$ cat src/rtl/regport_pkg.sv
package regport_pkg;
  localparam int IDX_W  = 8;
  localparam int BYTE_W = 8;
  localparam int BUS_W  = 16;
  localparam int IRQ_W  = 8;
  localparam int REF_W  = 12;

  typedef logic [IDX_W-1:0] idx_t;

  localparam idx_t A_IDENT = 8'h00;
  localparam idx_t A_CFGRB = 8'h02;
  localparam idx_t A_DIV   = 8'h04;
  localparam idx_t A_RFLO  = 8'h18;
  localparam idx_t A_RFHI  = 8'h1A;
  localparam idx_t A_TIM   = 8'h1E;
  localparam idx_t A_FCFG  = 8'h56;
  localparam idx_t A_FIDX  = 8'h58;
  localparam idx_t A_FDAT  = 8'h5A;
  localparam idx_t A_FMT   = 8'h8C;
  localparam idx_t A_PIX   = 8'h90;
  localparam idx_t A_GIDX  = 8'hB6;
  localparam idx_t A_GDAT  = 8'hB8;
  localparam idx_t A_IRQ   = 8'hF6;

  localparam logic [7:0] IDENT_VAL = 8'hA5;
  localparam logic [7:0] CFGRB_VAL = 8'h83;

  localparam logic [7:0] M_DIV  = 8'h3F;
  localparam logic [7:0] M_TIM  = 8'h17;
  localparam logic [7:0] M_FMT  = 8'h0F;
  localparam logic [7:0] M_FCFG = 8'hBF;

  localparam logic [6:0]       RST_DIV  = 7'd9;
  localparam logic [REF_W-1:0] RST_REF  = 12'h25C;
  localparam logic [7:0]       RST_TIM  = 8'h13;
  localparam logic [3:0]       RST_FMT  = 4'd3;
  localparam logic [7:0]       RST_FCFG = 8'h80;

  // Streaming ports keep the index fixed on data writes
  function automatic logic is_stream(input idx_t a);
    return (a == A_PIX) || (a == A_FDAT) || (a == A_GDAT);
  endfunction
endpackage

$ cat src/rtl/rp_index_ctrl.sv
module rp_index_ctrl
  import regport_pkg::*;
#(
  parameter int SKIP_W = 4
) (
  input  logic              clk,
  input  logic              rst_n,
  input  logic              fire,
  input  logic              acc_write,
  input  logic              acc_dsel,
  input  idx_t              cmd_idx,
  input  logic              skip_load,
  input  logic [SKIP_W-1:0] skip_count,
  output idx_t              idx_q,
  output logic [SKIP_W-1:0] skip_q,
  output logic              discard
);
  assign discard = (skip_q != '0);

  always_ff @(posedge clk) begin
    if (!rst_n) begin
      idx_q  <= '0;
      skip_q <= '0;
    end else begin
      if (fire && !discard) begin
        if (acc_write && !acc_dsel)
          idx_q <= cmd_idx;
        else if (acc_write) begin
          if (!is_stream(idx_q))
            idx_q <= idx_q + IDX_W'(2);
        end else if (acc_dsel)
          idx_q <= idx_q + IDX_W'(1);
      end
      if (skip_load)
        skip_q <= skip_count;
      else if (fire && discard)
        skip_q <= skip_q - SKIP_W'(1);
    end
  end
endmodule

$ cat src/rtl/rp_table.sv
module rp_table #(
  parameter int DEPTH = 256,
  parameter int DW    = 8,
  parameter bit GUARD = 1'b0,
  localparam int AW   = $clog2(DEPTH),
  localparam int IW   = GUARD ? AW + 1 : AW
) (
  input  logic          clk,
  input  logic          rst_n,
  input  logic          idx_wr,
  input  logic [AW-1:0] idx_wdata,
  input  logic          dat_wr,
  input  logic          dat_rd,
  input  logic [DW-1:0] dat_wdata,
  output logic [IW-1:0] idx_q,
  output logic [DW-1:0] dat_q
);
  logic [DW-1:0] mem [DEPTH];
  logic          in_rng;

  generate
    if (GUARD) begin : g_guard
      assign in_rng = ~idx_q[AW];
    end else begin : g_wrap
      assign in_rng = 1'b1;
    end
  endgenerate

  always_ff @(posedge clk) begin
    if (!rst_n)
      idx_q <= '0;
    else if (idx_wr)
      idx_q <= IW'(idx_wdata);
    else if ((dat_wr || dat_rd) && in_rng)
      idx_q <= idx_q + IW'(1);
  end

  always_ff @(posedge clk) begin
    if (dat_wr && in_rng)
      mem[idx_q[AW-1:0]] <= dat_wdata;
  end

  assign dat_q = in_rng ? mem[idx_q[AW-1:0]] : '0;
endmodule

$ cat src/rtl/rp_cfg_regs.sv
module rp_cfg_regs
  import regport_pkg::*;
(
  input  logic             clk,
  input  logic             rst_n,
  input  logic             wr_en,
  input  idx_t             addr,
  input  logic [7:0]       wdata,
  input  logic [IRQ_W-1:0] irq_events,
  output logic [7:0]       rd_val,
  output logic [IRQ_W-1:0] irq_q
);
  logic [6:0]       div_q;
  logic [REF_W-1:0] ref_q;
  logic [7:0]       tim_q;
  logic [3:0]       fmt_q;
  logic [7:0]       fcfg_q;
  logic [IRQ_W-1:0] irq_keep;

  assign irq_keep = (wr_en && addr == A_IRQ) ? (irq_q & wdata[IRQ_W-1:0]) : irq_q;

  always_ff @(posedge clk) begin
    if (!rst_n) begin
      div_q  <= RST_DIV;
      ref_q  <= RST_REF;
      tim_q  <= RST_TIM;
      fmt_q  <= RST_FMT;
      fcfg_q <= RST_FCFG;
      irq_q  <= '0;
    end else begin
      irq_q <= irq_keep | irq_events;
      if (wr_en) begin
        unique case (addr)
          A_DIV:   div_q  <= 7'(wdata & M_DIV) + 7'd1;
          A_RFLO:  ref_q[7:0]  <= wdata;
          A_RFHI:  ref_q[11:8] <= wdata[3:0];
          A_TIM:   tim_q  <= wdata & M_TIM;
          A_FMT:   fmt_q  <= 4'(wdata & M_FMT);
          A_FCFG:  fcfg_q <= wdata & M_FCFG;
          default: ;
        endcase
      end
    end
  end

  always_comb begin
    unique case (addr)
      A_DIV:   rd_val = {1'b1, div_q - 7'd1};
      A_RFLO:  rd_val = ref_q[7:0];
      A_RFHI:  rd_val = {4'h0, ref_q[11:8]};
      A_TIM:   rd_val = tim_q;
      A_FMT:   rd_val = {4'h0, fmt_q};
      A_FCFG:  rd_val = fcfg_q;
      A_IRQ:   rd_val = 8'(irq_q);
      default: rd_val = 8'h00;
    endcase
  end
endmodule

$ cat src/rtl/host_regport.sv
module host_regport
  import regport_pkg::*;
#(
  parameter int GAMMA_DEPTH = 256,
  parameter int FILT_DEPTH  = 32,
  parameter int SKIP_W      = 4,
  localparam int GAW        = $clog2(GAMMA_DEPTH),
  localparam int FAW        = $clog2(FILT_DEPTH)
) (
  input  logic              clk,
  input  logic              rst_n,
  input  logic              acc_valid,
  output logic              acc_ready,
  input  logic              acc_write,
  input  logic              acc_dsel,
  input  logic [15:0]       acc_wdata,
  output logic              rd_valid,
  output logic [15:0]       rd_data,
  input  logic              skip_load,
  input  logic [SKIP_W-1:0] skip_count,
  input  logic [7:0]        irq_events,
  output logic              irq_pending,
  output logic              px_valid,
  input  logic              px_ready,
  output logic [15:0]       px_data
);
  idx_t              cur_idx;
  logic [SKIP_W-1:0] skip_cnt;
  logic              discard;
  logic              fire, eff_wr, eff_rd;
  logic [7:0]        cfg_rd, rd_mux;
  logic [IRQ_W-1:0]  irq_q;
  logic [GAW-1:0]    gidx_q;
  logic [FAW:0]      fidx_q;
  logic [7:0]        gdat_q, fdat_q;

  assign acc_ready = !px_valid || px_ready;
  assign fire      = acc_valid && acc_ready;
  assign eff_wr    = fire && !discard && acc_write && acc_dsel;
  assign eff_rd    = fire && !discard && !acc_write;

  rp_index_ctrl #(.SKIP_W(SKIP_W)) u_idx (
    .clk, .rst_n, .fire, .acc_write, .acc_dsel,
    .cmd_idx(acc_wdata[IDX_W-1:0]), .skip_load, .skip_count,
    .idx_q(cur_idx), .skip_q(skip_cnt), .discard
  );

  rp_cfg_regs u_cfg (
    .clk, .rst_n, .wr_en(eff_wr), .addr(cur_idx), .wdata(acc_wdata[7:0]),
    .irq_events, .rd_val(cfg_rd), .irq_q
  );

  rp_table #(.DEPTH(GAMMA_DEPTH), .DW(8), .GUARD(1'b0)) u_gamma (
    .clk, .rst_n,
    .idx_wr(eff_wr && cur_idx == A_GIDX), .idx_wdata(acc_wdata[GAW-1:0]),
    .dat_wr(eff_wr && cur_idx == A_GDAT), .dat_rd(eff_rd && cur_idx == A_GDAT),
    .dat_wdata(acc_wdata[7:0]), .idx_q(gidx_q), .dat_q(gdat_q)
  );

  rp_table #(.DEPTH(FILT_DEPTH), .DW(8), .GUARD(1'b1)) u_filt (
    .clk, .rst_n,
    .idx_wr(eff_wr && cur_idx == A_FIDX), .idx_wdata(acc_wdata[FAW-1:0]),
    .dat_wr(eff_wr && cur_idx == A_FDAT), .dat_rd(eff_rd && cur_idx == A_FDAT),
    .dat_wdata(acc_wdata[7:0]), .idx_q(fidx_q), .dat_q(fdat_q)
  );

  always_comb begin
    unique case (cur_idx)
      A_IDENT: rd_mux = IDENT_VAL;
      A_CFGRB: rd_mux = CFGRB_VAL;
      A_GIDX:  rd_mux = 8'(gidx_q);
      A_GDAT:  rd_mux = gdat_q;
      A_FIDX:  rd_mux = 8'(fidx_q);
      A_FDAT:  rd_mux = fdat_q;
      default: rd_mux = cfg_rd;
    endcase
  end

  always_ff @(posedge clk) begin
    if (!rst_n) begin
      rd_valid <= 1'b0;
      rd_data  <= '0;
      px_valid <= 1'b0;
      px_data  <= '0;
    end else begin
      rd_valid <= fire && !acc_write;
      if (fire && !acc_write)
        rd_data <= discard ? 16'h0000 : {8'h00, rd_mux};
      if (eff_wr && cur_idx == A_PIX) begin
        px_valid <= 1'b1;
        px_data  <= acc_wdata;
      end else if (px_ready)
        px_valid <= 1'b0;
    end
  end

  assign irq_pending = |irq_q;
endmodule

$ cat config.mk
export PLATFORM = sky130hd
export DESIGN_NAME = host_regport
export DESIGN_NICKNAME = d
export VERILOG_FILES = /design/src/rtl/regport_pkg.sv /design/src/rtl/rp_index_ctrl.sv /design/src/rtl/rp_table.sv /design/src/rtl/rp_cfg_regs.sv /design/src/rtl/host_regport.sv
export SDC_FILE = /design/constraint.sdc
export NUM_CORES = 2
export LEC_CHECK = 0
export CORE_MARGIN = 5
export CORE_UTILIZATION = 45
export DETAILED_ROUTE_END_ITERATION = 8
export GPL_TIMING_DRIVEN = 0
export HOLD_SLACK_MARGIN = 0.12
export RECOVER_POWER = 25
export SETUP_SLACK_MARGIN = 0.1
export SYNTH_ARGS = -nofsm -noshare
export SYNTH_HDL_FRONTEND = slang
export SYNTH_SLANG_ARGS = --single-unit
export TNS_END_PERCENT = 50
$ cat constraint.sdc
create_clock -name clk -period 2.9 [get_ports clk]
set_input_delay 0.435 -clock clk [delete_from_list [all_inputs] [get_ports clk]]
set_output_delay 0.435 -clock clk [all_outputs]
set_load 0.03 [all_outputs]
======== After elaboration in Yosys (flattened, before gate mapping) ========
Memory sizes are Yosys's and may differ from the RTL's. A register that Yosys moved wholly into a read port is not among the register bits.
Index checks and enable logic that the tools add are counted.
word-level totals
  bits in writable memories ............... 2304
  bits in registers ....................... 102
  memories kept ........................... 2
  output and inout bits ................... 36
  input port bits ......................... 35
  logic and storage cells ................. 111
memories
  name         depth  bits a word  read ports  clocked after Yosys merged registers in  write ports  line            text
  u_gamma.mem  256    8            1           1                                        1            rp_table.sv:18  logic [DW-1:0] mem [DEPTH];
  u_filt.mem   32     8            1           1                                        1            rp_table.sv:18
cells by class
  muxes and demuxes ....................... 25
  reductions and logical operators ........ 43
  bitwise operators ....................... 4
  eq/ne operators ......................... 14
  add/subtract/negate cells ............... 7
operator list
  cell                 count
  $mux 8               11
  $pmux 8 s7           1
  $pmux 8 s6           1
  $eq 8x8->1 const B   5
  $eq 8x5->1 const B   3
  $eq 8x7->1 const B   3
  $mux 5               4
  $logic_and 1x1->1    18
  $add 8x1->8 const B  2
  $reduce_and 2->1     6
  $add 8x2->8 const B  1
  $and 8x8->8          1
  $eq 8x2->1 const B   1
  $eq 8x3->1 const B   1
  $logic_not 8->1      1
  $mux 4               2
  $or 8x8->8           1
  $reduce_bool 2->1    4
  $reduce_or 8->1      1
  $add 6x1->7 const B  1
  $sub 7x1->7 const B  1
  $add 6x1->6 const B  1
  $mux 1               6
  $logic_or 1x1->1     5
  other kinds (8)      12

======== Longest topological paths before layout ========
  depth after elaboration ................. 13
  depth in mapped cells ................... 13
  mapped depth without buffers ............ 9

======== By module ========
A second synthesis with hierarchy kept.
second synthesis, totals
  cells, all modules ...................... 4848
  area total of the unflattened synthesis .. 95821.9 µm²
by module, submodules not included
  module               cells an instance  instances  sequential area each (µm²)  area each (µm²)
  rp_table at u_gamma  3786               1          61819.3                     80573.5
  rp_table at u_filt   503                1          7907.6                      10512.6
  rp_cfg_regs          242                1          840.8                       2184.6
  host_regport         203                1          520.5                       1595.3
  rp_index_ctrl        114                1          240.2                       955.9

======== Least setup slack after synthesis ========
OpenSTA, ideal clock, no wires.
  path kind ............................... flip-flop to flip-flop
  start point ............................. register u_idx.skip_q[0]
  end point ............................... memory u_gamma.mem[118][0], enable pin
  period minus slack after synthesis ...... 3063 ps
  setup time .............................. 370 ps
  cell stages (with the launch flop) ...... 12
  path slack .............................. -163 ps
  data arrival time ....................... 2693 ps
  data required time ...................... 2530 ps
  path buffers ............................ 3
  cells stage by stage .................... dfxtp_1 > inv_1 > ha_1 > or3b_1 > clkbuf_1 > nor3b_4 > nand3_1 > buf_2 > nor2_2 > buf_4 > nand3_1 > nor2_1
on the way
  longest elaborated chain between the ends .. 8
RTL lines
  element                          line                 text
  start: declaration               rp_index_ctrl.sv:15  output logic [SKIP_W-1:0] skip_q,
  start signal: assignment         rp_index_ctrl.sv:35  skip_q <= skip_count;
  start signal: assignment         rp_index_ctrl.sv:37  skip_q <= skip_q - SKIP_W'(1);
  $reduce_bool 4->1                rp_index_ctrl.sv:18  assign discard = (skip_q != '0);
  $logic_not 1->1                  host_regport.sv:39   assign eff_wr = fire && !discard && acc_write && acc_dsel;
  $logic_and 1x1->1 (3 in series)  host_regport.sv:39
  $logic_and 1x1->1                host_regport.sv:56   .dat_wr(eff_wr && cur_idx == A_GDAT), .dat_rd(eff_rd && cur_idx == A_GDAT),
  $mux 1                           rp_table.sv:39       if (dat_wr && in_rng)
  $mux 1 (not written as such)     rp_table.sv:40       mem[idx_q[AW-1:0]] <= dat_wdata;
  end: declaration                 rp_table.sv:18
Every way passes these cells.

==> results.md <==
* Status: finished with violations
* Failing checks: capacitance limit, slew limit, setup timing
* Stage delay of the slowest cell on the critical path at 0.46 ns
* Clock transition at path regs at 0.06 ns
* Terminus of the critical flop-to-flop path: rd_data[6]
* Area of the die at 0.222 mm^2
* RSZ-0062 raised after global routing: yes
* Maximum number of pins on one net before global-route repair at 154
* Sum of negative setup slack at -125.88 ns
* Ratio of cells with drive above 1 in the final layout at 38.1%
* Worst setup path class: flip-flop to flip-flop
* Initial antenna violation count at 32
* Crit path max fanout at 11
* Worst EP required at 3.75 ns
* Core occupancy in the finished layout at 57.8%
* Relative slew slack at -64.0%
* Yosys warning total at 0
* Proportion of power drawn by flip-flops and latches at 54.1%
* Avg Cell Area, Syn at 19.9 um^2
* Endpoint type of the worst setup path: flip-flop
* Post-synthesis cell type count at 92
* Overall die height at 471 um
* Via count of the routed design at 59573
* Final instance area at 0.122 mm^2
* Reg2Reg Depth at 11
* Cell at the root of the clock tree: sky130_fd_sc_hd__clkbuf_16
* Netlist area before placement at 0.0955 mm^2
* FMAX at 285 MHz
* Overall overflow remaining after global route at 0
* Crit path setup slack, layout at -0.607 ns
* Placeable core area at 0.212 mm^2
* Ys flop type: sky130_fd_sc_hd__edfxtp_1
* Clock Skews at 0.0514 ns
* PortBufs at 61
* Number of register bits inferred by synthesis at 2411
* Post-detailed-placement cell area at 0.101 mm^2
* Proportion of synthesized chip area in sequential cells at 74.7%
* Die width at 471 um
* CTS HTree Levels at 4
* Average wire length per cell after detail routing at 44.2 um
* Number of global-route vias before repair at 54588
* Hold Crit Endpoint: px_data[14]
* First-pass GRT wire length at 505000 um
* Area added between synthesis and finish at 28.0%
* DRC errors left at 0
* HP Class: input port to flip-flop
* Cell with the most instances on the worst path: sky130_fd_sc_hd__buf_12
* Final setup violating endpoints at 1561
* Post-DRT Antenna Nets at 0
* Pint at 55.8 mW
* IR Drop Worst-Case VDD at 0.000560 V
* Kind of cell with the highest combined delay on the critical path: buffers and inverters
* Violation count after the first detailed-routing iteration at 11167
* Switching part of the total at 20.8%
* First-pass iteration count of the detailed router at 8
* Leakage Power at 38.0 nW
* Number of synthesized flops with an enable pin at 2304
* Max Transition Viols Final at 618
* Routability-driven placement congestion ratio at 1.03
* Placed wire-length estimate at 240000 um
* CTS tree: built
* Worst setup slack for register-to-register paths at -0.61 ns
* DRT Wirelength at 389000 um
* Period utilisation layout at 121%
* Part of the total power dissipated in the clock network at 44.3%
* Shortest period the worst path allows at 3.51 ns
* CP bufs+invs at 6
* Critical Path Source Type: flip-flop
* Clock buffers created by TritonCTS at 240
* Number of instances in the synthesized netlist at 4794
* Ratio of total power to cell area at 577 mW/mm^2
* Master of the slowest instance on the critical path: sky130_fd_sc_hd__a211oi_4
* Max-capacitance violation count at 6
* Initial core utilization at 45.1%
* Number of clock sinks seen by CTS at 2411
* Worst min-delay path startpoint: acc_wdata[14]
* NumNets Final at 5787
* Combinational power share at 1.6%
* All-Layer GR Usage at 34.2%
* Switching power at 14.6 mW
* Transition at the pin with the smallest max-transition slack at 2.46 ns
* Critical path cell sequence: buf_12 -> buf_12 -> buf_12 -> buf_12 -> buf_16 -> buf_16 -> nand2_1 -> a211oi_4 -> o311a_4 -> nand4_1 -> nand3_1
* # IOs at 71
* Insertion delay to the later sink of the worst-skew pair at 0.94 ns
* Average via count per standard cell at 6.78
* Count of final hold-check violations at 0
* Placement Setup Slack at -3.12 ns
* Data arrival time at the worst-slack endpoint at 4.36 ns
* Site Rows at 169
* Number of buffers between clock root and the deepest sink at 3
* Async set-reset flop share out of synthesis at 0%
* Number of cells traversed by the worst hold path at 3
==> kinds of logic after synthesis <==
group | count (synthesis) | synth area share, %
other | 1 | 0.00393
muxes | 761 | 15.7
adders and majority gates | 15 | 0.196
AOI/OAI and AO/OA | 399 | 2.94
DFF | 2411 | 74.7
buffers and inverters | 321 | 2.14
xor gates and xnor gates | 21 | 0.193
and+or+nand+nor | 865 | 4.15
==> worst reg2reg max path, stage by stage, from the launching register on <==
cell and delay, ns:
sky130_fd_sc_hd__dfxtp_1 0.35, sky130_fd_sc_hd__buf_12 0.15, sky130_fd_sc_hd__buf_12 0.23, sky130_fd_sc_hd__buf_12 0.27, sky130_fd_sc_hd__buf_12 0.24, sky130_fd_sc_hd__buf_16 0.23, sky130_fd_sc_hd__buf_16 0.34, sky130_fd_sc_hd__nand2_1 0.25
sky130_fd_sc_hd__a211oi_4 0.46, sky130_fd_sc_hd__o311a_4 0.28, sky130_fd_sc_hd__nand4_1 0.41, sky130_fd_sc_hd__nand3_1 0.23
==> per-stage QoR <==
step | std cells | hold WS (ns) | power, mW
finish | 8789 | 0.137 | 70.5
global route | 8765 | 0.145 | 72.0
CTS | 8586 | 0.120 | 70.4
detailed placement | 7712 | 0.451 | 39.9
global placement | 7683 | 0.447 | 40.3
floorplan | 4801 | 0.440 | 39.1
==> routing by layer <==
metal	routed length [um]	GRT usage, %
met4	34300	23.1
met5	126	0.606
met2	163000	47.7
met3	60100	14.6
met1	131000	43.5
==> power by group through the flow <==
stage               registers (mW)  clock network, mW  logic (mW)
floorplan                     38.9                  0       0.224
global placement              39.4                  0       0.923
detailed placement            38.9                  0        1.04
CTS                           38.1               31.2        1.08
global route                  38.1               32.7        1.16
finish                        38.2               31.2        1.12
==> worst max path at each step <==
| stage | to | cells after the start | start | slack [ns] |
|---|---|---|---|---|
| 5_1_grt | rd_data[6] | 13 | flip-flop | -0.46 |
| 3_5_place_dp | rd_data[7] | 11 | flip-flop | -3.12 |
| 2_1_floorplan | u_gamma.mem[240][0] | 11 | u_idx.skip_q[0] | -0.02 |
| 6_report | rd_data[6] | 11 | flip-flop | -0.61 |
| 3_3_place_gp | u_gamma.mem[140][7] | 1 | acc_wdata[7] | -7.89 |
| 4_1_cts | u_gamma.mem[195][5] | 5 | u_gamma.idx_q[6] | -0.45 |
==> cells in the mapped netlist (all sizes together), types with 50 or more instances <==
master  instances  area [um^2]
a21oi          67          335
a22oi          50          375
buf           191         1540
clkbuf        104          407
dfxtp         107         2140
edfxtp       2304        69200
mux2i         183         1830
mux4          571        13100
nand2         182          683
nand3          80          445
nor2          402         1510
o22ai          64          400
==> what timing repair did <==
item	4_1_cts	5_1_grt
pin swaps	190	171
hold buffers	19	0
resized for setup	1036	284
setup buffers	408	165
setup endpoints to repair	2374	2382
endpoints found under the hold margin	441	0
cloned	7	10
==> flip-flops by register name, indices dropped and copies added (netlist names), 4 cells and up, named ones only <==
signal / cells
u_idx.idx_q: 8
u_cfg.div_q: 7
u_gamma.idx_q: 8
u_cfg.irq_q: 8
px_data: 16
u_cfg.tim_q: 4
u_filt.idx_q: 6
rd_data: 8
u_filt.mem: 256
u_cfg.fcfg_q: 7
u_cfg.fmt_q: 4
u_idx.skip_q: 4
u_cfg.ref_q: 12
u_gamma.mem: 2048
==> cells in the final DEF (no fill, tap or decap), drive strengths merged, types with 17 or more instances in the layout <==
cell type / count
nand3: 80
clkbuf: 412
dfxtp: 107
nor2b: 29
dlygate4sd3: 18
o211ai: 21
inv: 31
bufinv: 24
mux4: 571
a31oi: 19
a22oi: 50
nor2: 402
a211oi: 18
o221ai: 18
clkdlybuf4s50: 53
clkinv: 108
o22ai: 64
a21oi: 67
o21ai: 37
buf: 805
mux2i: 183
nor3: 37
nand2: 182
diode: 28
nand2b: 17
edfxtp: 2304
==> layout make-up <==
type	instances	area, um^2
diodes	28	70.1
plain buffers	290	4270
clock buffers	302	6280
clock inverters	143	1460
fillers	15336	89400
inverters	26	110
multi-input cells	2069	25800
flip-flops and latches	2411	71300
well taps	2821	3530
repair buffers	699	9370
Note: power is estimated with default switching activity, not from simulation.
